===== src/rtl/sgi_dispatch_pkg.sv =====
package sgi_dispatch_pkg;
  localparam int AFF_W  = 8;
  localparam int TL_W   = 16;
  localparam int SGI_W  = 4;
  localparam int WORD_W = 64;
  localparam int ENT_W  = 4 * AFF_W;

  localparam int TL_LSB   = 0;
  localparam int AFF1_LSB = 16;
  localparam int SGI_LSB  = 24;
  localparam int AFF2_LSB = 32;
  localparam int BC_BIT   = 40;
  localparam int AFF3_LSB = 48;

  typedef struct packed {
    logic [AFF_W-1:0] aff3;
    logic [AFF_W-1:0] aff2;
    logic [AFF_W-1:0] aff1;
    logic             bcast;
    logic [SGI_W-1:0] sgi;
    logic [TL_W-1:0]  tlist;
  } sgi_req_t;

  typedef enum logic {ST_IDLE = 1'b0, ST_WALK = 1'b1} walk_st_e;
endpackage


===== src/rtl/sgi_req_decode.sv =====
module sgi_req_decode
  import sgi_dispatch_pkg::*;
(
  input  logic [WORD_W-1:0] word,
  output sgi_req_t          req
);
  logic unused_rsvd;

  always_comb begin
    req.tlist = word[TL_LSB +: TL_W];
    req.aff1  = word[AFF1_LSB +: AFF_W];
    req.sgi   = word[SGI_LSB +: SGI_W];
    req.aff2  = word[AFF2_LSB +: AFF_W];
    req.bcast = word[BC_BIT];
    req.aff3  = word[AFF3_LSB +: AFF_W];
  end

  assign unused_rsvd = ^{word[63:56], word[47:41], word[31:28]};
endmodule


===== src/rtl/sgi_core_match.sv =====
module sgi_core_match
  import sgi_dispatch_pkg::*;
(
  input  logic [ENT_W-1:0] entry,
  input  sgi_req_t         req,
  input  logic [TL_W-1:0]  work_list,
  input  logic             is_requester,
  output logic             sel,
  output logic [TL_W-1:0]  strike
);
  localparam int TL_IDX_W = $clog2(TL_W);

  logic [AFF_W-1:0]    lvl0;
  logic                upper_eq;
  logic                in_list;
  logic [TL_W-1:0]     lvl0_bit;

  always_comb begin
    lvl0     = entry[AFF_W-1:0];
    upper_eq = (entry[ENT_W-1:AFF_W] == {req.aff3, req.aff2, req.aff1});
    if (lvl0 < AFF_W'(TL_W))
      lvl0_bit = TL_W'(1) << lvl0[TL_IDX_W-1:0];
    else
      lvl0_bit = '0;
    in_list = |(work_list & lvl0_bit);
    if (req.bcast) begin
      sel    = !is_requester;
      strike = '0;
    end else begin
      sel    = upper_eq && in_list;
      strike = sel ? lvl0_bit : '0;
    end
  end
endmodule


===== src/rtl/sgi_walk_ctrl.sv =====
module sgi_walk_ctrl
  import sgi_dispatch_pkg::*;
#(
  parameter int NUM_CORES = 8,
  localparam int IDX_W = $clog2(NUM_CORES),
  localparam int CNT_W = $clog2(NUM_CORES + 1)
) (
  input  logic                 clk,
  input  logic                 rst_n,
  input  logic                 req_valid,
  input  sgi_req_t             req_in,
  input  logic [IDX_W-1:0]     req_core,
  input  logic [CNT_W-1:0]     core_count,
  input  logic                 core_sel,
  input  logic [TL_W-1:0]      core_strike,
  output sgi_req_t             req_q,
  output logic [TL_W-1:0]      list_q,
  output logic [CNT_W-1:0]     idx_q,
  output logic                 is_requester,
  output logic                 ready,
  output logic [NUM_CORES-1:0] pend_q,
  output logic                 done_q,
  output logic                 upd_q
);
  localparam logic [CNT_W-1:0] MAX_CNT = CNT_W'(NUM_CORES);

  walk_st_e             st_q, st_n;
  sgi_req_t             req_n;
  logic [TL_W-1:0]      list_n;
  logic [CNT_W-1:0]     idx_n;
  logic [IDX_W-1:0]     rq_q, rq_n;
  logic                 any_q, any_n;
  logic [NUM_CORES-1:0] pend_n;
  logic                 done_n, upd_n;
  logic                 accept, stop, visit;

  assign ready        = (st_q == ST_IDLE);
  assign is_requester = (CNT_W'(rq_q) == idx_q);

  always_comb begin
    accept = ready && req_valid;
    stop   = (idx_q >= core_count) || (idx_q >= MAX_CNT) ||
             (!req_q.bcast && (list_q == '0));
    visit  = (st_q == ST_WALK) && !stop;
    st_n   = st_q;
    req_n  = req_q;
    list_n = list_q;
    idx_n  = idx_q;
    rq_n   = rq_q;
    any_n  = any_q;
    pend_n = '0;
    done_n = 1'b0;
    upd_n  = 1'b0;
    if (accept) begin
      st_n   = ST_WALK;
      req_n  = req_in;
      list_n = req_in.tlist;
      idx_n  = '0;
      rq_n   = req_core;
      any_n  = 1'b0;
    end else if (st_q == ST_WALK) begin
      if (stop) begin
        st_n   = ST_IDLE;
        done_n = 1'b1;
        upd_n  = any_q;
      end else begin
        idx_n = idx_q + 1'b1;
        if (core_sel) begin
          pend_n = NUM_CORES'(1) << idx_q;
          list_n = list_q & ~core_strike;
          any_n  = 1'b1;
        end
      end
    end
  end

  always_ff @(posedge clk or negedge rst_n) begin
    if (!rst_n) begin
      st_q   <= ST_IDLE;
      pend_q <= '0;
      done_q <= 1'b0;
      upd_q  <= 1'b0;
    end else begin
      st_q   <= st_n;
      pend_q <= pend_n;
      done_q <= done_n;
      upd_q  <= upd_n;
    end
  end

  always_ff @(posedge clk or negedge rst_n) begin
    if (!rst_n) begin
      req_q  <= '0;
      rq_q   <= '0;
    end else if (accept) begin
      req_q  <= req_n;
      rq_q   <= rq_n;
    end
  end

  always_ff @(posedge clk or negedge rst_n) begin
    if (!rst_n) begin
      list_q <= '0;
      idx_q  <= '0;
      any_q  <= 1'b0;
    end else if (accept || visit) begin
      list_q <= list_n;
      idx_q  <= idx_n;
      any_q  <= any_n;
    end
  end
endmodule


===== src/rtl/sgi_dispatch.sv =====
module sgi_dispatch
  import sgi_dispatch_pkg::*;
#(
  parameter int NUM_CORES = 8,
  localparam int IDX_W = $clog2(NUM_CORES),
  localparam int CNT_W = $clog2(NUM_CORES + 1)
) (
  input  logic                       clk,
  input  logic                       rst_n,
  input  logic                       req_valid,
  input  logic [63:0]                req_word,
  input  logic [IDX_W-1:0]           req_core,
  input  logic [32*NUM_CORES-1:0]    core_aff,
  input  logic [CNT_W-1:0]           core_count,
  output logic                       req_ready,
  output logic [NUM_CORES-1:0]       pend_set,
  output logic [3:0]                 pend_sgi,
  output logic                       done,
  output logic                       updated
);
  sgi_req_t         req_dec, req_q;
  logic [TL_W-1:0]  list_q, strike;
  logic [CNT_W-1:0] idx_q;
  logic             is_req, sel;
  logic [ENT_W-1:0] table_ent [NUM_CORES];
  logic [ENT_W-1:0] cur_ent;

  for (genvar g = 0; g < NUM_CORES; g++) begin : g_tab
    assign table_ent[g] = core_aff[g*ENT_W +: ENT_W];
  end

  assign cur_ent = (idx_q < CNT_W'(NUM_CORES)) ? table_ent[idx_q[IDX_W-1:0]] : '0;

  sgi_req_decode u_dec (
    .word (req_word),
    .req  (req_dec)
  );

  sgi_core_match u_match (
    .entry        (cur_ent),
    .req          (req_q),
    .work_list    (list_q),
    .is_requester (is_req),
    .sel          (sel),
    .strike       (strike)
  );

  sgi_walk_ctrl #(.NUM_CORES(NUM_CORES)) u_walk (
    .clk          (clk),
    .rst_n        (rst_n),
    .req_valid    (req_valid),
    .req_in       (req_dec),
    .req_core     (req_core),
    .core_count   (core_count),
    .core_sel     (sel),
    .core_strike  (strike),
    .req_q        (req_q),
    .list_q       (list_q),
    .idx_q        (idx_q),
    .is_requester (is_req),
    .ready        (req_ready),
    .pend_q       (pend_set),
    .done_q       (done),
    .upd_q        (updated)
  );

  assign pend_sgi = req_q.sgi;
endmodule


===== config.mk =====
export PLATFORM = sky130hd
export DESIGN_NAME = sgi_dispatch
export DESIGN_NICKNAME = d
export VERILOG_FILES = /design/src/rtl/sgi_dispatch_pkg.sv /design/src/rtl/sgi_req_decode.sv /design/src/rtl/sgi_core_match.sv /design/src/rtl/sgi_walk_ctrl.sv /design/src/rtl/sgi_dispatch.sv
export SDC_FILE = /design/constraint.sdc
export NUM_CORES = 1
export LEC_CHECK = 0
export CAP_MARGIN = 10
export CORE_AREA = 2 2 135 137
export CTS_CLUSTER_DIAMETER = 200
export DETAILED_ROUTE_END_ITERATION = 8
export DIE_AREA = 0 0 137 139
export DONT_BUFFER_PORTS = 1
export GPL_ROUTABILITY_DRIVEN = 0
export PLACE_DENSITY_LB_ADDON = 0.2
export SLEW_MARGIN = 20
export SYNTH_ARGS = -nofsm -noshare
export SYNTH_HDL_FRONTEND = slang
export SYNTH_SLANG_ARGS = --single-unit

===== constraint.sdc =====
create_clock -name clk -period 4.5 [get_ports clk]
set_clock_uncertainty 0.2 [all_clocks]
set_input_delay 1.125 -clock clk [delete_from_list [all_inputs] [get_ports clk]]
set_output_delay 1.125 -clock clk [all_outputs]
set_load 0.05 [all_outputs]

==> run_results.csv, run 1 <==
group,metric,value,unit
routing,dr.pass1.iters,4,
floorplanning,ioPinCount,345,
power_and_ir_drop,peakVddDrop,0.327,mV
cells_and_area,final_cell_mix,"104 x nand2_1, 62 x dfrtp_1, 58 x mux4_2",
placement,portBuffers,0,
sta,clock.fmax,249,MHz
floorplanning,die_w,137,µm
yosys,syn_area,5050,µm²
global_route,grt_pass1_wl,27.0,mm
yosys,ys_ff_latch,64,
flow_run,maxCapViolCount,0,
global_route,antenna_found_initial,0,
yosys,syn_avg_cell_area,10.7,µm²
power_and_ir_drop,power_density,667,nW/µm²
sta,hold_viol,0,
global_route,gr-usage-all-layers,19.1,%
cells_and_area,layout-drive-gt1-share,22.0,%
power_and_ir_drop,total_power,3.71,mW
cts,cts-resized-gates,0,
global_route,grt_pass1_vias,4449,
yosys,yosysSeqAreaShare,31.7,%
sta,fin_tns_setup,0,ps
floorplanning,rows,49,
cts,path_clk_slew,60,ps
worst_setup_path,endpoint_kind,"register",
hold_path,min_path_type,"in2async",
sta,finalSetupViolations,0,
routing,drt-total-wl,17.9,mm
worst_setup_path,crit_arrival,4000,ps
status,status,"completed",
yosys,synth_cells,474,
global_route,grt_max_degree,65,
cts,clock-sinks,64,
cells_and_area,num-nets-final,803,
cts,numCtsBuffers,9,
floorplanning,die-area,19000,µm²
cells_and_area,final_common_cell,"nand2_1",
cells_and_area,area_growth,10.0,%
sta,layout_worst_path_cycle_share,89.2,%
worst_setup_path,worst_ep_required_time,4490,ps
worst_setup_path,worstPathMaxFanout,31,
cts,htreeDepth,3,
floorplanning,initial_core_util,28.6,%
routing,dr_total_vias,3971,
yosys,synth_warnings,0,
floorplanning,dieHeight,139,µm
cells_and_area,n_antenna_cell,0,
sta,drv_slew,0,
sta,rsz0062_at_grt,"no",
worst_setup_path,worstSetupStartpointType,"register",
cts,cts_tree,"done",
cells_and_area,fill_cells,1815,
cts,cts_root_buf,"clkbuf_16",
routing,viasPerCell,5.70,
cts,hold_buffers,0,
worst_setup_path,critical_path_class,"reg2reg",
routing,drc,0,
sta,worst_slew_pin_slew,933,ps
cts,clk-insertion-delay-late,340,ps
cells_and_area,multi_input_area,3240,µm²
routing,drt_iter0_drc,254,
sta,final.min_clock_period,4010,ps
power_and_ir_drop,leakagePower,2.33,nW
cts,cts_setup_buffers,0,
yosys,yosysUniqueCellTypes,47,
floorplanning,core,17700,µm²
global_route,grt.overflow.total,0,
yosys,synthesis.nets,814,
placement,hpwl,14.4,mm
sta,relSlewSlack,37.6,%
cells_and_area,seq_area,1610,µm²
routing,wl_per_cell,25.7,µm
cts,cts.path.max_buffers,2,
routing,detail-route-antenna-nets,0,
## power by group
part	internal [mW]	total (mW)	switching (mW)
Combinational	0.915	1.88	0.966
Clock	0.370	0.647	0.278
Sequential	0.819	1.18	0.362
Total	2.10	3.71	1.61
## cells by family after synthesis
group | Yosys count | share of synthesized area [%]
AND/OR/NAND/NOR | 165 | 14.6
flip-flops | 64 | 31.7
buffers and inverters | 47 | 4.58
adder cells (fa/ha/maj) | 10 | 2.48
XOR/XNOR | 28 | 4.85
AO/OA/AOI/OAI | 86 | 12.8
multiplexers | 74 | 29.0
## layout make-up
type | count | share of cell area, %
repair buffers | 13 | 2.20
inverters | 12 | 0.810
multi-input cells | 363 | 58.2
clock inverters | 6 | 0.652
flip-flops and latches | 64 | 28.9
clock buffers | 10 | 4.12
well taps | 229 | 5.15
## sequential cells by signal (all words and copies together) (netlist names)
name / flops
u_walk.any_q: 1
u_walk.done_q: 1
u_walk.idx_q: 4
u_walk.list_q: 16
u_walk.pend_q: 8
u_walk.req_q: 29
u_walk.rq_q: 3
u_walk.st_q: 1
u_walk.upd_q: 1
## Yosys cell counts (all sizes together)
library cell / number / area [µm²]
a2111oi: 6 / 96.4
a211o: 2 / 17.5
a21o: 2 / 15.0
a21oi: 16 / 80.1
a221oi: 1 / 8.76
a22oi: 25 / 193
a31o: 1 / 8.76
and2: 1 / 6.26
and3: 3 / 18.8
and3b: 1 / 8.76
buf: 16 / 115
clkbuf: 19 / 71.3
dfrtp: 64 / 1600
ha: 10 / 125
inv: 12 / 45.0
mux2i: 16 / 160
mux4: 58 / 1310
nand2: 105 / 394
nand2b: 3 / 18.8
nand3: 10 / 50.1
nand3b: 1 / 7.51
nand4: 7 / 43.8
nand4b: 1 / 8.76
nor2: 13 / 48.8
nor2b: 2 / 12.5
nor3: 3 / 15.0
nor3b: 1 / 7.51
nor4: 11 / 68.8
o2111ai: 2 / 17.5
o211a: 6 / 60.1
o211ai: 2 / 15.0
o21a: 3 / 22.5
o21ai: 17 / 85.1
o21bai: 1 / 7.51
o221a: 1 / 11.3
o41ai: 1 / 8.76
or2: 1 / 6.26
or4: 2 / 22.5
xnor2: 4 / 35.0
xor2: 24 / 210
## per-stage QoR
stage          utilization (%)  hold WS, ps  instance area [µm²]  std cells  setup slack (ps)
3_3_place_gp              30.0          273                 5300        681               431
3_5_place_dp              30.0          272                 5300        681               354
6_report                  31.5          272                 5560        697               488
4_1_cts                   31.5          263                 5560        697               369
2_1_floorplan                -          247                 5050        474               900
5_1_grt                   31.5          253                 5560        697               181
## critical path, cell delays in order (launching register included)
cell	delay (ps)
dfrtp_4	810
buf_12	290
mux4_2	530
a22oi_1	220
xor2_1	160
nand2_1	110
or4_4	630
a2111oi_2	690
a21oi_1	160
## worst paths after layout
path | from | end | slack (ps) | cells past startpoint
worst min-delay path | rst_n | u_walk.pend_q[0] | 270 | 0
worst min register to register | u_walk.any_q | u_walk.any_q | 290 | 1
max in group asynchronous | rst_n | u_walk.req_q[23] | 3700 | 0
min in group clk | u_walk.any_q | u_walk.any_q | 290 | 1
worst max register to register | u_walk.idx_q[0] | u_walk.list_q[4] | 490 | 8
worst max-delay path | u_walk.idx_q[0] | u_walk.list_q[4] | 490 | 8
## routing by layer
metal	track usage (%)	vias to the layer above	share of wire, %
li1	-	1769	-
met4	4.72	0	1.3
met5	0	-	0
met2	32.6	196	53
met3	6.07	17	7.4
met1	23.1	1989	39
No activity file was read; power rests on OpenSTA's default activity.
==> run 2, diff against run 1 <==
==> constraint.sdc (replaced) <==
create_clock -name clk -period 4.9 [get_ports clk]
set_clock_uncertainty 0.2 [all_clocks]
set_input_delay 1.225 -clock clk [delete_from_list [all_inputs] [get_ports clk]]
set_output_delay 1.225 -clock clk [all_outputs]
set_load 0.05 [all_outputs]
==> run_results.csv, run 2 (same netlist as run 1, synthesis figures left out) <==
group,metric,value,unit
global_route,antenna_found_initial,3,
global_route,grt_max_degree,65,
placement,hpwl,14.1,mm
power_and_ir_drop,leakagePower,2.31,nW
global_route,grt_pass1_wl,26.2,mm
cts,cts.path.max_buffers,2,
sta,drv_slew,0,
cells_and_area,num-nets-final,798,
sta,hold_viol,0,
cts,numCtsBuffers,9,
cells_and_area,seq_area,1610,µm²
worst_setup_path,critical_path_class,"reg2reg",
floorplanning,rows,49,
power_and_ir_drop,peakVddDrop,0.269,mV
cts,cts_tree,"done",
worst_setup_path,rrSetupSlack,950,ps
worst_setup_path,timing.critical_path.buf_inv,1,
power_and_ir_drop,comb_power_share,50.6,%
cts,cts_root_buf,"clkbuf_16",
worst_setup_path,worst_ep_required_time,4870,ps
worst_setup_path,reg2reg_from,"u_walk.idx_q[0]",
routing,detail-route-antenna-nets,0,
power_and_ir_drop,total_power,3.45,mW
worst_setup_path,worstSetupStartpointType,"register",
hold_path,min_from,"u_walk.req_q[24]",
cts,path_clk_slew,60,ps
power_and_ir_drop,p_sw,1.48,mW
routing,dr.pass1.iters,5,
floorplanning,initial_core_util,28.6,%
floorplanning,ioPinCount,345,
worst_setup_path,max_stage_delay,670,ps
cells_and_area,largest_reg_flops,29,
sta,finalSetupViolations,0,
sta,relSlewSlack,34.0,%
cells_and_area,area_growth,10.2,%
cells_and_area,final_cell_mix,"104 x nand2_1, 62 x dfrtp_1, 58 x mux4_2",
routing,wl_per_cell,25.3,µm
cells_and_area,top_register,"u_walk.req_q",
routing,viasPerCell,5.67,
status,status,"completed",
power_and_ir_drop,power_density,620,nW/µm²
power_and_ir_drop,swShare,42.8,%
cells_and_area,multi_input_area,3240,µm²
power_and_ir_drop,seq_power_share,30.2,%
worst_setup_path,cp_top_family,"compound AO/OA/AOI/OAI gates",
sta,worst_slew_pin_slew,988,ps
global_route,gr-usage-all-layers,18.6,%
floorplanning,die-area,19000,µm²
power_and_ir_drop,power.internal,1.98,mW
worst_setup_path,crit_slowest_cell,"a2111oi_2",
routing,dr_total_vias,3940,
hold_path,holdPathEnd,"u_walk.req_q[24]",
sta,rsz0062_at_grt,"no",
worst_setup_path,worstRegToRegCells,8,
cts,clk-insertion-delay-late,340,ps
placement,portBuffers,0,
hold_path,min_path_cells,2,
worst_setup_path,rr_endpoint,"u_walk.list_q[13]",
global_route,grt.overflow.total,0,
cells_and_area,top_regs,"u_walk.req_q x29, u_walk.list_q x16, u_walk.pend_q x8",
cts,htreeDepth,3,
routing,drt_iter0_drc,227,
worst_setup_path,crit_arrival,3920,ps
routing,drc,0,
global_route,grt_pass1_vias,4269,
cts,hold_buffers,0,
flow_run,maxCapViolCount,0,
sta,final.min_clock_period,3950,ps
cts,clock-sinks,64,
worst_setup_path,endpoint_kind,"register",
power_and_ir_drop,clockPowerShare,19.2,%
hold_path,min_path_type,"reg2reg",
sta,clock.fmax,253,MHz
routing,drt-total-wl,17.6,mm
cts,cts_setup_buffers,0,
sta,fin_tns_setup,0,ps
cts,cts-resized-gates,0,
floorplanning,die_w,137,µm
cells_and_area,layout-drive-gt1-share,21.4,%
floorplanning,core,17700,µm²
worst_setup_path,path_cells,"buf_12 > mux4_2 > a22oi_1 > xor2_1 > nand4_1 > or4_4 > a2111oi_2 > a221oi_1",
cells_and_area,fill_cells,1854,
floorplanning,dieHeight,139,µm
worst_setup_path,worstPathMaxFanout,64,
cells_and_area,final_common_cell,"nand2_1",
sta,layout_worst_path_cycle_share,80.5,%
==> run 2: final cells by class <==
type	count	share of cell area, %
multi-input combinational	363	58.1
sequential	64	28.8
timing repair buffer	8	1.53
clock inverter	7	1.39
inverter	12	0.809
antenna	3	0.135
clock buffer	9	4.04
tap	229	5.14
==> run 2: how the worst max path moves through the flow <==
stage | start | end | slack [ps] | depth (start not counted)
after floorplan | core_aff[241] | u_walk.pend_q[0] | 1200 | 7
after global placement | core_aff[250] | u_walk.list_q[0] | 710 | 7
after detailed placement | core_aff[250] | u_walk.list_q[13] | 700 | 7
after CTS | u_walk.idx_q[0] | u_walk.list_q[13] | 930 | 8
after global routing | u_walk.idx_q[0] | u_walk.list_q[13] | 690 | 8
final | u_walk.idx_q[0] | u_walk.list_q[13] | 950 | 8
==> run 2: power by group through the flow <==
stage	logic (mW)	clock network, mW	registers (mW)
6_report	1.75	0.662	1.04
5_1_grt	1.96	0.708	1.08
3_3_place_gp	1.75	0	1.05
4_1_cts	1.77	0.684	1.05
2_1_floorplan	1.56	0	0.911
3_5_place_dp	1.77	0	1.05
==> run 2: routing by layer <==
layer	routed length (µm)	vias to the layer above	global-route usage [%]	share of wire [%]
li1	-	1766	-	-
met3	1370	15	5.85	7.8
met5	0	-	0	0
met1	6760	1972	22.9	38
met2	9210	187	30.5	52
met4	264	0	6.67	1.5
==> run 2: through the flow <==
step | hold WS, ps | area, µm² | setup WS [ps] | cells | util (%)
after floorplan | 247 | 5050 | 1200 | 474 | -
after global placement | 273 | 5260 | 706 | 676 | 29.8
after detailed placement | 281 | 5260 | 695 | 676 | 29.8
after CTS | 296 | 5560 | 926 | 692 | 31.5
after global routing | 314 | 5570 | 693 | 695 | 31.5
final | 290 | 5570 | 954 | 695 | 31.5
==> run 2: worst register-to-register path, delay by kind of cell (launching register included) <==
family                    cells  cell delay, ps
and+or+nand+nor               2             780
AOI/OAI and AO/OA             3            1190
xor gates and xnor gates      1             180
buffers and inverters         1             350
muxes                         1             660
DFF                           1             420
